--- src/rtl/convseq_pkg.sv ---
package convseq_pkg;

   typedef enum logic [1:0] {
      MODE_NORMAL  = 2'd0,
      MODE_WARP    = 2'd1,
      MODE_IMPULSE = 2'd2
   } conv_mode_e;

   // Fast mode and self-starting mode each need exactly one pin high;
   // both pins low or both high fall back to normal operation.
   function automatic conv_mode_e decode_mode(input logic warp_pin, input logic impulse_pin);
      conv_mode_e m;
      case ({warp_pin, impulse_pin})
         2'b10:   m = MODE_WARP;
         2'b01:   m = MODE_IMPULSE;
         default: m = MODE_NORMAL;
      endcase
      return m;
   endfunction

endpackage

--- src/rtl/convseq_fall_detect.sv ---
module convseq_fall_detect (
   input  logic clk,
   input  logic rst,
   input  logic din,
   output logic fall
);
   logic prev_q;

   // Reset copies the live level, so a low input at release is no edge.
   always_ff @(posedge clk) begin
      prev_q <= din;
   end

   assign fall = prev_q & ~din & ~rst;
endmodule

--- src/rtl/convseq_downcnt.sv ---
module convseq_downcnt #(
   parameter int W = 4
) (
   input  logic         clk,
   input  logic         rst,
   input  logic         load,
   input  logic [W-1:0] load_val,
   input  logic         en,
   output logic [W-1:0] count,
   output logic         zero
);
   always_ff @(posedge clk) begin
      if (rst)
         count <= '0;
      else if (load)
         count <= load_val;
      else if (en && count != '0)
         count <= count - W'(1);
   end

   assign zero = (count == '0);
endmodule

--- src/rtl/convseq_len_sel.sv ---
module convseq_len_sel
   import convseq_pkg::*;
#(
   parameter int W            = 4,
   parameter int CONV_NORMAL  = 12,
   parameter int CONV_WARP    = 8,
   parameter int CONV_IMPULSE = 10
) (
   input  conv_mode_e   mode,
   output logic [W-1:0] len_m1
);
   localparam logic [W-1:0] NORM_M1 = W'(CONV_NORMAL - 1);
   localparam logic [W-1:0] WARP_M1 = W'(CONV_WARP - 1);
   localparam logic [W-1:0] IMP_M1  = W'(CONV_IMPULSE - 1);

   always_comb begin
      case (mode)
         MODE_WARP:    len_m1 = WARP_M1;
         MODE_IMPULSE: len_m1 = IMP_M1;
         default:      len_m1 = NORM_M1;
      endcase
   end
endmodule

--- src/rtl/convseq_gap_mon.sv ---
module convseq_gap_mon #(
   parameter int MAX_GAP = 40,
   parameter int GW      = 6
) (
   input  logic clk,
   input  logic rst,
   input  logic arm,
   input  logic disarm,
   input  logic fast_mode,
   output logic late
);
   localparam logic [GW-1:0] GAP_LIMIT = GW'(MAX_GAP);

   logic          armed_q;
   logic [GW-1:0] gap_q;

   always_ff @(posedge clk) begin
      if (rst) begin
         armed_q <= 1'b0;
         gap_q   <= '0;
         late    <= 1'b0;
      end else if (disarm) begin
         armed_q <= 1'b0;
         gap_q   <= '0;
         late    <= 1'b0;
      end else if (arm) begin
         armed_q <= 1'b1;
         gap_q   <= '0;
      end else if (armed_q) begin
         if (gap_q != GAP_LIMIT)
            gap_q <= gap_q + GW'(1);
         if (gap_q == GAP_LIMIT && fast_mode)
            late <= 1'b1;
      end
   end
endmodule

--- src/rtl/conv_sequencer.sv ---
module conv_sequencer
   import convseq_pkg::*;
#(
   parameter int DATA_W       = 16,
   parameter int CONV_NORMAL  = 12,
   parameter int CONV_WARP    = 8,
   parameter int CONV_IMPULSE = 10,
   parameter int ACQ_CYC      = 5,
   parameter int WARP_MAX_GAP = 40
) (
   input  logic              clk,
   input  logic              rst,
   input  logic              start_n,
   input  logic              warp,
   input  logic              impulse,
   input  logic              pdn,
   input  logic [DATA_W-1:0] data_in,
   output logic              hold,
   output logic              busy,
   output logic [DATA_W-1:0] result,
   output logic              rate_late
);
   localparam int MAX_A   = (CONV_NORMAL > CONV_WARP) ? CONV_NORMAL : CONV_WARP;
   localparam int MAX_B   = (MAX_A > CONV_IMPULSE) ? MAX_A : CONV_IMPULSE;
   localparam int LEN_MAX = (MAX_B > ACQ_CYC) ? MAX_B : ACQ_CYC;
   localparam int CNT_W   = $clog2(LEN_MAX + 1);
   localparam int GAP_W   = $clog2(WARP_MAX_GAP + 1);
   localparam logic [CNT_W-1:0] ACQ_M1 = CNT_W'(ACQ_CYC - 1);
   localparam logic [CNT_W-1:0] ONE    = CNT_W'(1);

   // Elaboration-time parameter checks
   if (DATA_W < 1) begin : g_bad_width
      $error("conv_sequencer: DATA_W must be at least 1");
   end
   if (CONV_NORMAL < 2 || CONV_WARP < 2 || CONV_IMPULSE < 2) begin : g_bad_conv
      $error("conv_sequencer: conversion lengths must be at least 2 clocks");
   end
   if (ACQ_CYC < 1) begin : g_bad_acq
      $error("conv_sequencer: ACQ_CYC must be at least 1");
   end
   if (WARP_MAX_GAP < 1) begin : g_bad_gap
      $error("conv_sequencer: WARP_MAX_GAP must be at least 1");
   end

   conv_mode_e        mode;
   logic              start_fall;
   logic [CNT_W-1:0]  len_m1;
   logic [CNT_W-1:0]  conv_cnt;
   logic [CNT_W-1:0]  acq_cnt;
   logic              conv_zero;
   logic              acq_zero;
   logic              busy_q;
   logic              hold_q;
   logic              acq_active_q;
   logic              conv_done;
   logic              manual_go;
   logic              auto_go;
   logic              go;
   logic [DATA_W-1:0] result_q;

   assign mode = decode_mode(warp, impulse);

   convseq_fall_detect u_fall (
      .clk  (clk),
      .rst  (rst),
      .din  (start_n),
      .fall (start_fall)
   );

   convseq_len_sel #(
      .W            (CNT_W),
      .CONV_NORMAL  (CONV_NORMAL),
      .CONV_WARP    (CONV_WARP),
      .CONV_IMPULSE (CONV_IMPULSE)
   ) u_len (
      .mode   (mode),
      .len_m1 (len_m1)
   );

   // Start decisions
   assign conv_done = busy_q & conv_zero;
   assign manual_go = start_fall & ~busy_q & ~pdn;
   assign auto_go   = acq_active_q & acq_zero & (mode == MODE_IMPULSE) & ~start_n & ~pdn;
   assign go        = manual_go | auto_go;

   convseq_downcnt #(.W(CNT_W)) u_conv_cnt (
      .clk      (clk),
      .rst      (rst),
      .load     (go),
      .load_val (len_m1),
      .en       (busy_q),
      .count    (conv_cnt),
      .zero     (conv_zero)
   );

   convseq_downcnt #(.W(CNT_W)) u_acq_cnt (
      .clk      (clk),
      .rst      (rst),
      .load     (conv_done),
      .load_val (ACQ_M1),
      .en       (acq_active_q),
      .count    (acq_cnt),
      .zero     (acq_zero)
   );

   always_ff @(posedge clk) begin
      if (rst) begin
         busy_q       <= 1'b0;
         hold_q       <= 1'b0;
         acq_active_q <= 1'b0;
      end else begin
         if (go)
            busy_q <= 1'b1;
         else if (conv_done)
            busy_q <= 1'b0;

         // Hold is released one clock before busy: the last clock latches.
         if (go)
            hold_q <= 1'b1;
         else if (conv_done || (busy_q && conv_cnt == ONE))
            hold_q <= 1'b0;

         if (go)
            acq_active_q <= 1'b0;
         else if (conv_done)
            acq_active_q <= 1'b1;
         else if (acq_active_q && acq_zero)
            acq_active_q <= 1'b0;
      end
   end

   // Result register is deliberately outside reset.
   always_ff @(posedge clk) begin
      if (!rst && conv_done)
         result_q <= data_in;
   end

   convseq_gap_mon #(
      .MAX_GAP (WARP_MAX_GAP),
      .GW      (GAP_W)
   ) u_gap (
      .clk       (clk),
      .rst       (rst),
      .arm       (conv_done),
      .disarm    (go),
      .fast_mode (mode == MODE_WARP),
      .late      (rate_late)
   );

   assign busy   = busy_q;
   assign hold   = hold_q;
   assign result = result_q;
endmodule

--- config.mk ---
export PLATFORM = sky130hd
export DESIGN_NAME = conv_sequencer
export DESIGN_NICKNAME = d
export VERILOG_FILES = /design/src/rtl/convseq_pkg.sv /design/src/rtl/convseq_fall_detect.sv /design/src/rtl/convseq_downcnt.sv /design/src/rtl/convseq_len_sel.sv /design/src/rtl/convseq_gap_mon.sv /design/src/rtl/conv_sequencer.sv
export SDC_FILE = /design/constraint.sdc
export NUM_CORES = 1
export LEC_CHECK = 0
export BUFFER_PORTS_ARGS = -buffer_cell sky130_fd_sc_hd__buf_4
export CAP_MARGIN = 20
export CORE_MARGIN = 4
export CORE_UTILIZATION = 30
export CTS_CLUSTER_SIZE = 30
export DETAILED_ROUTE_END_ITERATION = 10
export GPL_TIMING_DRIVEN = 0
export SLEW_MARGIN = 20
export SYNTH_ARGS = -nofsm -noshare
export SYNTH_HDL_FRONTEND = slang
export SYNTH_SLANG_ARGS = --single-unit
--- constraint.sdc ---
create_clock -name clk -period 2.43 [get_ports clk]
set_input_delay 0.1215 -clock clk [delete_from_list [all_inputs] [get_ports clk]]
set_output_delay 0.1215 -clock clk [all_outputs]
set_load 0.01 [all_outputs]
==> metrics.txt, run 1 <==
Max Clock Freq 475 MHz; Worst Setup Slack, final 0.326 ns; ANT cells 0; Worst slew margin 61.9%; cell taking the most area after synthesis edfxtp_1; starting density of the core 31.0%; P_leak 0.823 nW; wire length on met2 1250 µm; Bufs on Longest Clock Path 2; Async SR Flop Fraction 0%; Worst Skew 0.00815 ns; Routed Antenna Nets 0; CTS Sinks 36; YS warnings 0; die extent in y 78.1 µm; vias in the first global route 1046; Post-route DRC 0; overall routing resource usage 9.82%; routability cong. 0.770; Nets 207; cts bufs inserted 5; max cap viols 0; largest net degree at the start of global routing 13; Port-buffer cells 40; CP Buf/Inv Count 2; Post-synth EDFFs 16; synthesis-to-finish area growth 39.6%; share of layout cells above drive strength 1 30.4%; Hold Violations, Final 0; pins over their slew limit 0; Via Count 1088; core area 4750 µm²; Syn Inst Count 124; synth unique cells 37; fin crit share 86.6%; global-route wire length before repair 4710 µm; wl on met1 1460 µm; 1st-iter DRT viols 26; top sig layer met4; worst skew pair latency 0.29 ns; Setup TNS 0 ns; sequential-to-total area share from yosys stat 59.8%; Yosys top cell area share 32.6%; Tmin final 2.10 ns; I/O Pins 41; Slew @ Worst Pin 0.570 ns; result of the run finished, final reports clean; initial antenna violation count 0; Max FO, Critical Path 10; syn_area_per_cell 11.9 µm²; flop-to-flop setup slack 0.33 ns; number of fillers in the final layout 460; dpl hpwl 2240 µm; syn_nets 151; count leader, synth dfxtp_1; clock-pin slew on the worst setup and hold paths 0.08 ns; metal3 WL 273 µm; pwr/cell area 610 nW/µm²; CTS tree done; crit path cell chain inv_1 -> ha_1 -> nand3b_1 -> nor2_1 -> buf_4; Die W 78.1 µm; # setup viols final 0; wire per inst 12.2 µm; GRT overflow 0; Worst EP required 2.42 ns; number of synthesized register bits 36; Max rail drop VDD 0.329 mV; H-tree depth 2; Hold Path Class in2reg; DR vias/cell 4.39; RSZ-0062 raised after global routing no; max incr delay on CP 0.53 ns; final wirelength 3020 µm; mapped cell area 1470 µm²; CP delay by family, top simple AND/OR/NAND/NOR gates; CP endpoint kind flip-flop; startpoint types flip-flop; largest cells by area after synthesis edfxtp_1 33%, dfxtp_1 27%, ha_1 4.2%; critical path's slowest cell nor2_1; crit path kind reg2reg; Pre-antenna DRT Iters 4; Root Driver clkbuf_8; Main synth FF type dfxtp_1; die footprint 6100 µm²; synth cell count leaders 20 x dfxtp_1, 16 x edfxtp_1, 12 x nor2_1; num rows 25; pre-CTS setup slack 0.350 ns; post-CTS setup buffer count 0; WP data arrival 2.09 ns
==> kinds of logic after synthesis <==
family                     count (synthesis)  share of synthesized area (%)
and+or+nand+nor                           37                           14.9
DFF                                       36                           59.8
AOI/OAI and AO/OA                         24                           11.9
xor gates and xnor gates                   7                           4.16
muxes                                      3                           2.04
adders and majority gates                  5                           4.24
buffers and inverters                     12                           3.06
==> through the flow <==
stage	instance area, µm²	util [%]	instances	hold slack, ns	power (W)
2_1_floorplan	1470	-	124	0.149	0.000696
3_3_place_gp	1860	39.1	231	0.236	0.000734
3_5_place_dp	1870	39.2	232	0.237	0.000736
4_1_cts	2010	42.2	243	0.0000231	0.00126
5_1_grt	2060	43.3	248	-0.00299	0.00130
6_report	2060	43.3	248	0.0117	0.00126
==> registers in the layout, summed over array words and instances (netlist names) <==
register,flops
busy,1
acq_active_q,1
u_fall.prev_q,1
u_gap.late,1
u_gap.armed_q,1
hold,1
result,16
u_gap.gap_q,6
u_acq_cnt.count,4
u_conv_cnt.count,4
==> worst reg2reg max path, stage by stage (launching register included) <==
cell,delay (ns)
dfxtp_1,0.34
inv_1,0.09
ha_1,0.27
nand3b_1,0.28
nor2_1,0.53
buf_4,0.29
==> final cells by class <==
type / count / area, µm² / area share [%]
flip-flops and latches: 36 / 881 / 42.8
multi-input cells: 76 / 548 / 26.6
repair buffers: 49 / 388 / 18.9
well taps: 67 / 83.8 / 4.08
clock buffers: 5 / 68.8 / 3.35
clock inverters: 3 / 42.5 / 2.07
inverters: 11 / 41.3 / 2.01
plain buffers: 1 / 3.75 / 0.182
==> what timing repair did <==
item / in CTS / in global routing
endpoints found under the hold margin: 3 / 5
hold buffers: 3 / 5
gates resized for setup: 0 / 0
==> layout by cell type, fill, tap and decap left out, types with 2 or more instances in the layout <==
cell type,instances
mux2i_1,3
a31oi_1,3
nor3_1,3
dlygate4sd3_1,8
and2b_1,2
inv_1,11
nand4_1,2
nor2b_1,3
edfxtp_1,16
a21oi_1,5
buf_4,41
nor2_1,12
nand2_1,4
xor2_1,2
a211oi_1,3
nand3b_1,3
o21ai_0,3
clkbuf_8,5
ha_1,5
xnor2_1,5
dfxtp_1,20
==> report_power, final <==
group | internal [W] | switching [W] | total, W
clock network | 0.000303 | 0.000219 | 0.000522
logic | 0.0000500 | 0.0000371 | 0.0000872
registers | 0.000640 | 0.00000632 | 0.000646
==> layer usage <==
layer	track usage, %	up-vias
met5	0	-
met4	4.20	0
met3	4.47	4
met2	14.4	44
met1	12.5	483
li1	-	557
==> worst paths after layout <==
check,startpoint,to,cells past startpoint
min,data_in[10],result[10],1
min reg2reg,hold,hold,2
max,u_conv_cnt.count[0],result[11],5
max reg2reg,u_conv_cnt.count[0],result[11],5
No activity file was read; power rests on OpenSTA's default activity.
==> inputs of run 2 (changes only) <==
--- a/config.mk
+++ b/config.mk
@@ -12,6 +12,7 @@
 export CTS_CLUSTER_SIZE = 30
 export DETAILED_ROUTE_END_ITERATION = 10
 export GPL_TIMING_DRIVEN = 0
+export HOLD_SLACK_MARGIN = 0.15
 export SLEW_MARGIN = 20
 export SYNTH_ARGS = -nofsm -noshare
 export SYNTH_HDL_FRONTEND = slang
==> run 2 against run 1 <==
  * Hold slack gained 0.16 ns
  * Critical endpoint unchanged
  * Critical path type unchanged
  * Highest routed layer unchanged
  * First-iteration DRC count grew 35%
  * Flip-flop and latch count is the same
  * Sequential share of layout area shrank 2.0 points
  * Clock-buffer cell count is the same
  * Utilization grew 2.1 points
  * Sequential power is essentially flat
  * Total power grew 1.1%
  * Largest power group unchanged
==> metrics.txt, run 2 (synthesis results as in run 1) <==
Max rail drop VDD 0.330 mV; synthesis-to-finish area growth 46.3%; Root Driver clkbuf_8; Max FO, Critical Path 10; max cap viols 0; share of layout cells above drive strength 1 28.8%; max incr delay on CP 0.52 ns; largest net degree at the start of global routing 13; GRT overflow 0; worst skew pair latency 0.29 ns; clock-pin slew on the worst setup and hold paths 0.08 ns; num rows 25; Hold Path Class in2reg; result of the run finished, final reports clean; number of fillers in the final layout 450; crit path kind reg2reg; commonest non-fill, non-tap cell in the layout buf_4; Setup TNS 0 ns; routability cong. 0.770; starting density of the core 31.0%; Via Count 1132; die footprint 6100 µm²; dpl hpwl 2240 µm; combinational group share of total power 7.9%; max FFs per register 16; most frequent cells in the layout 41 x buf_4, 20 x dfxtp_1, 18 x dlygate4sd3_1, 16 x edfxtp_1, 12 x nor2_1; CP delay by family, top simple AND/OR/NAND/NOR gates; Slew @ Worst Pin 0.560 ns; fin crit share 86.4%; die extent in y 78.1 µm; global-route wire length before repair 5080 µm; fin util 45.4%; clock share of power 41.2%; final wirelength 3180 µm; Sw Ratio 21.0%; initial antenna violation count 0; Die W 78.1 µm; CP endpoint kind flip-flop; # setup viols final 0; met3 Use GR 3.90%; post-CTS setup buffer count 0; Max Clock Freq 476 MHz; P_int 0.00100 W; Pre-antenna DRT Iters 4; Routed Antenna Nets 0; Bufs on Longest Clock Path 2; vias in the first global route 1141; Tmin final 2.10 ns; met2 usage 16.4%; Worst slew margin 62.5%; pwr/cell area 589 nW/µm²; Worst Skew 0.00840 ns; cts bufs inserted 5; Net Sw Power 0.000266 W; H-tree depth 2; CP Buf/Inv Count 2; global route hottest layer met2; overall routing resource usage 10.6%; pins over their slew limit 0; RSZ-0062 raised after global routing no; CTS Sinks 36; sequential share of power 50.9%; CTS tree done; wire per inst 12.3 µm; critical path's slowest cell nor2_1; M1 GR Usage 13.3%; Post-CTS Hold Buffers 18; Hold Violations, Final 0; crit path cell chain inv_1 -> ha_1 -> nand3b_1 -> nor2_1 -> buf_4; WP data arrival 2.09 ns; DR vias/cell 4.39; Nets 217; Worst EP required 2.42 ns; I/O Pins 41; post-CTS sizing 0; core area 4750 µm²; ANT cells 0; Post-route DRC 0; P_leak 0.865 nW; 1st-iter DRT viols 35; startpoint types flip-flop; Port-buffer cells 40
run 2: cell types whose count changed in the layout (fill, tap and decap cells not counted), sizes merged:
cell         change
dlygate4sd3     +10
run 2: routing by layer:
metal,share of wire [%],vias up,wire [µm]
met3,8.1,4,257
met2,42,48,1350
met1,49,503,1550
met4,1.0,0,33
li1,-,577,-
met5,0,-,0
run 2: tightest hold or removal path: cells and delay by family:
kind	cells	cell delay, ns
AND/OR/NAND/NOR	2	0.14
buffers and inverters	1	0.08
AO/OA/AOI/OAI	1	0.06
run 2: final timing paths:
| kind | to | slack, ns | cells after the start | start |
|---|---|---|---|---|
| hold reg to reg | hold | 0.49 | 2 | hold |
| setup reg to reg | result[11] | 0.33 | 5 | u_conv_cnt.count[0] |
| setup / recovery | result[11] | 0.33 | 5 | u_conv_cnt.count[0] |
| hold / removal | u_conv_cnt.count[2] | 0.17 | 4 | impulse |
run 2: stage by stage:
step | std cells | area, µm² | hold slack, ns | setup WS [ns] | power (W)
finish | 258 | 2160 | 0.167 | 0.330 | 0.00127
floorplan | 124 | 1470 | 0.149 | 0.464 | 0.000696
global placement | 231 | 1860 | 0.236 | 0.147 | 0.000734
global route | 258 | 2160 | 0.179 | 0.175 | 0.00132
CTS | 258 | 2160 | 0.165 | 0.318 | 0.00128
detailed placement | 232 | 1870 | 0.237 | 0.350 | 0.000736
run 2: power groups by stage:
stage	logic, W	registers, W	clock network (W)
5_1_grt	0.000109	0.000647	0.000559
3_5_place_dp	0.0000765	0.000660	0
6_report	0.000101	0.000646	0.000523
4_1_cts	0.000101	0.000646	0.000535
3_3_place_gp	0.0000749	0.000660	0
2_1_floorplan	0.0000360	0.000660	0
run 2: area by class of cell:
type                    count  area [µm²]  area share [%]
multi-input cells          76         548            25.4
repair buffers             59         488            22.6
flip-flops and latches     36         881            40.8
clock inverters             3        42.5            1.97
inverters                  11        41.3            1.91
plain buffers               1        3.75           0.174
well taps                  67        83.8            3.89
clock buffers               5        68.8            3.19
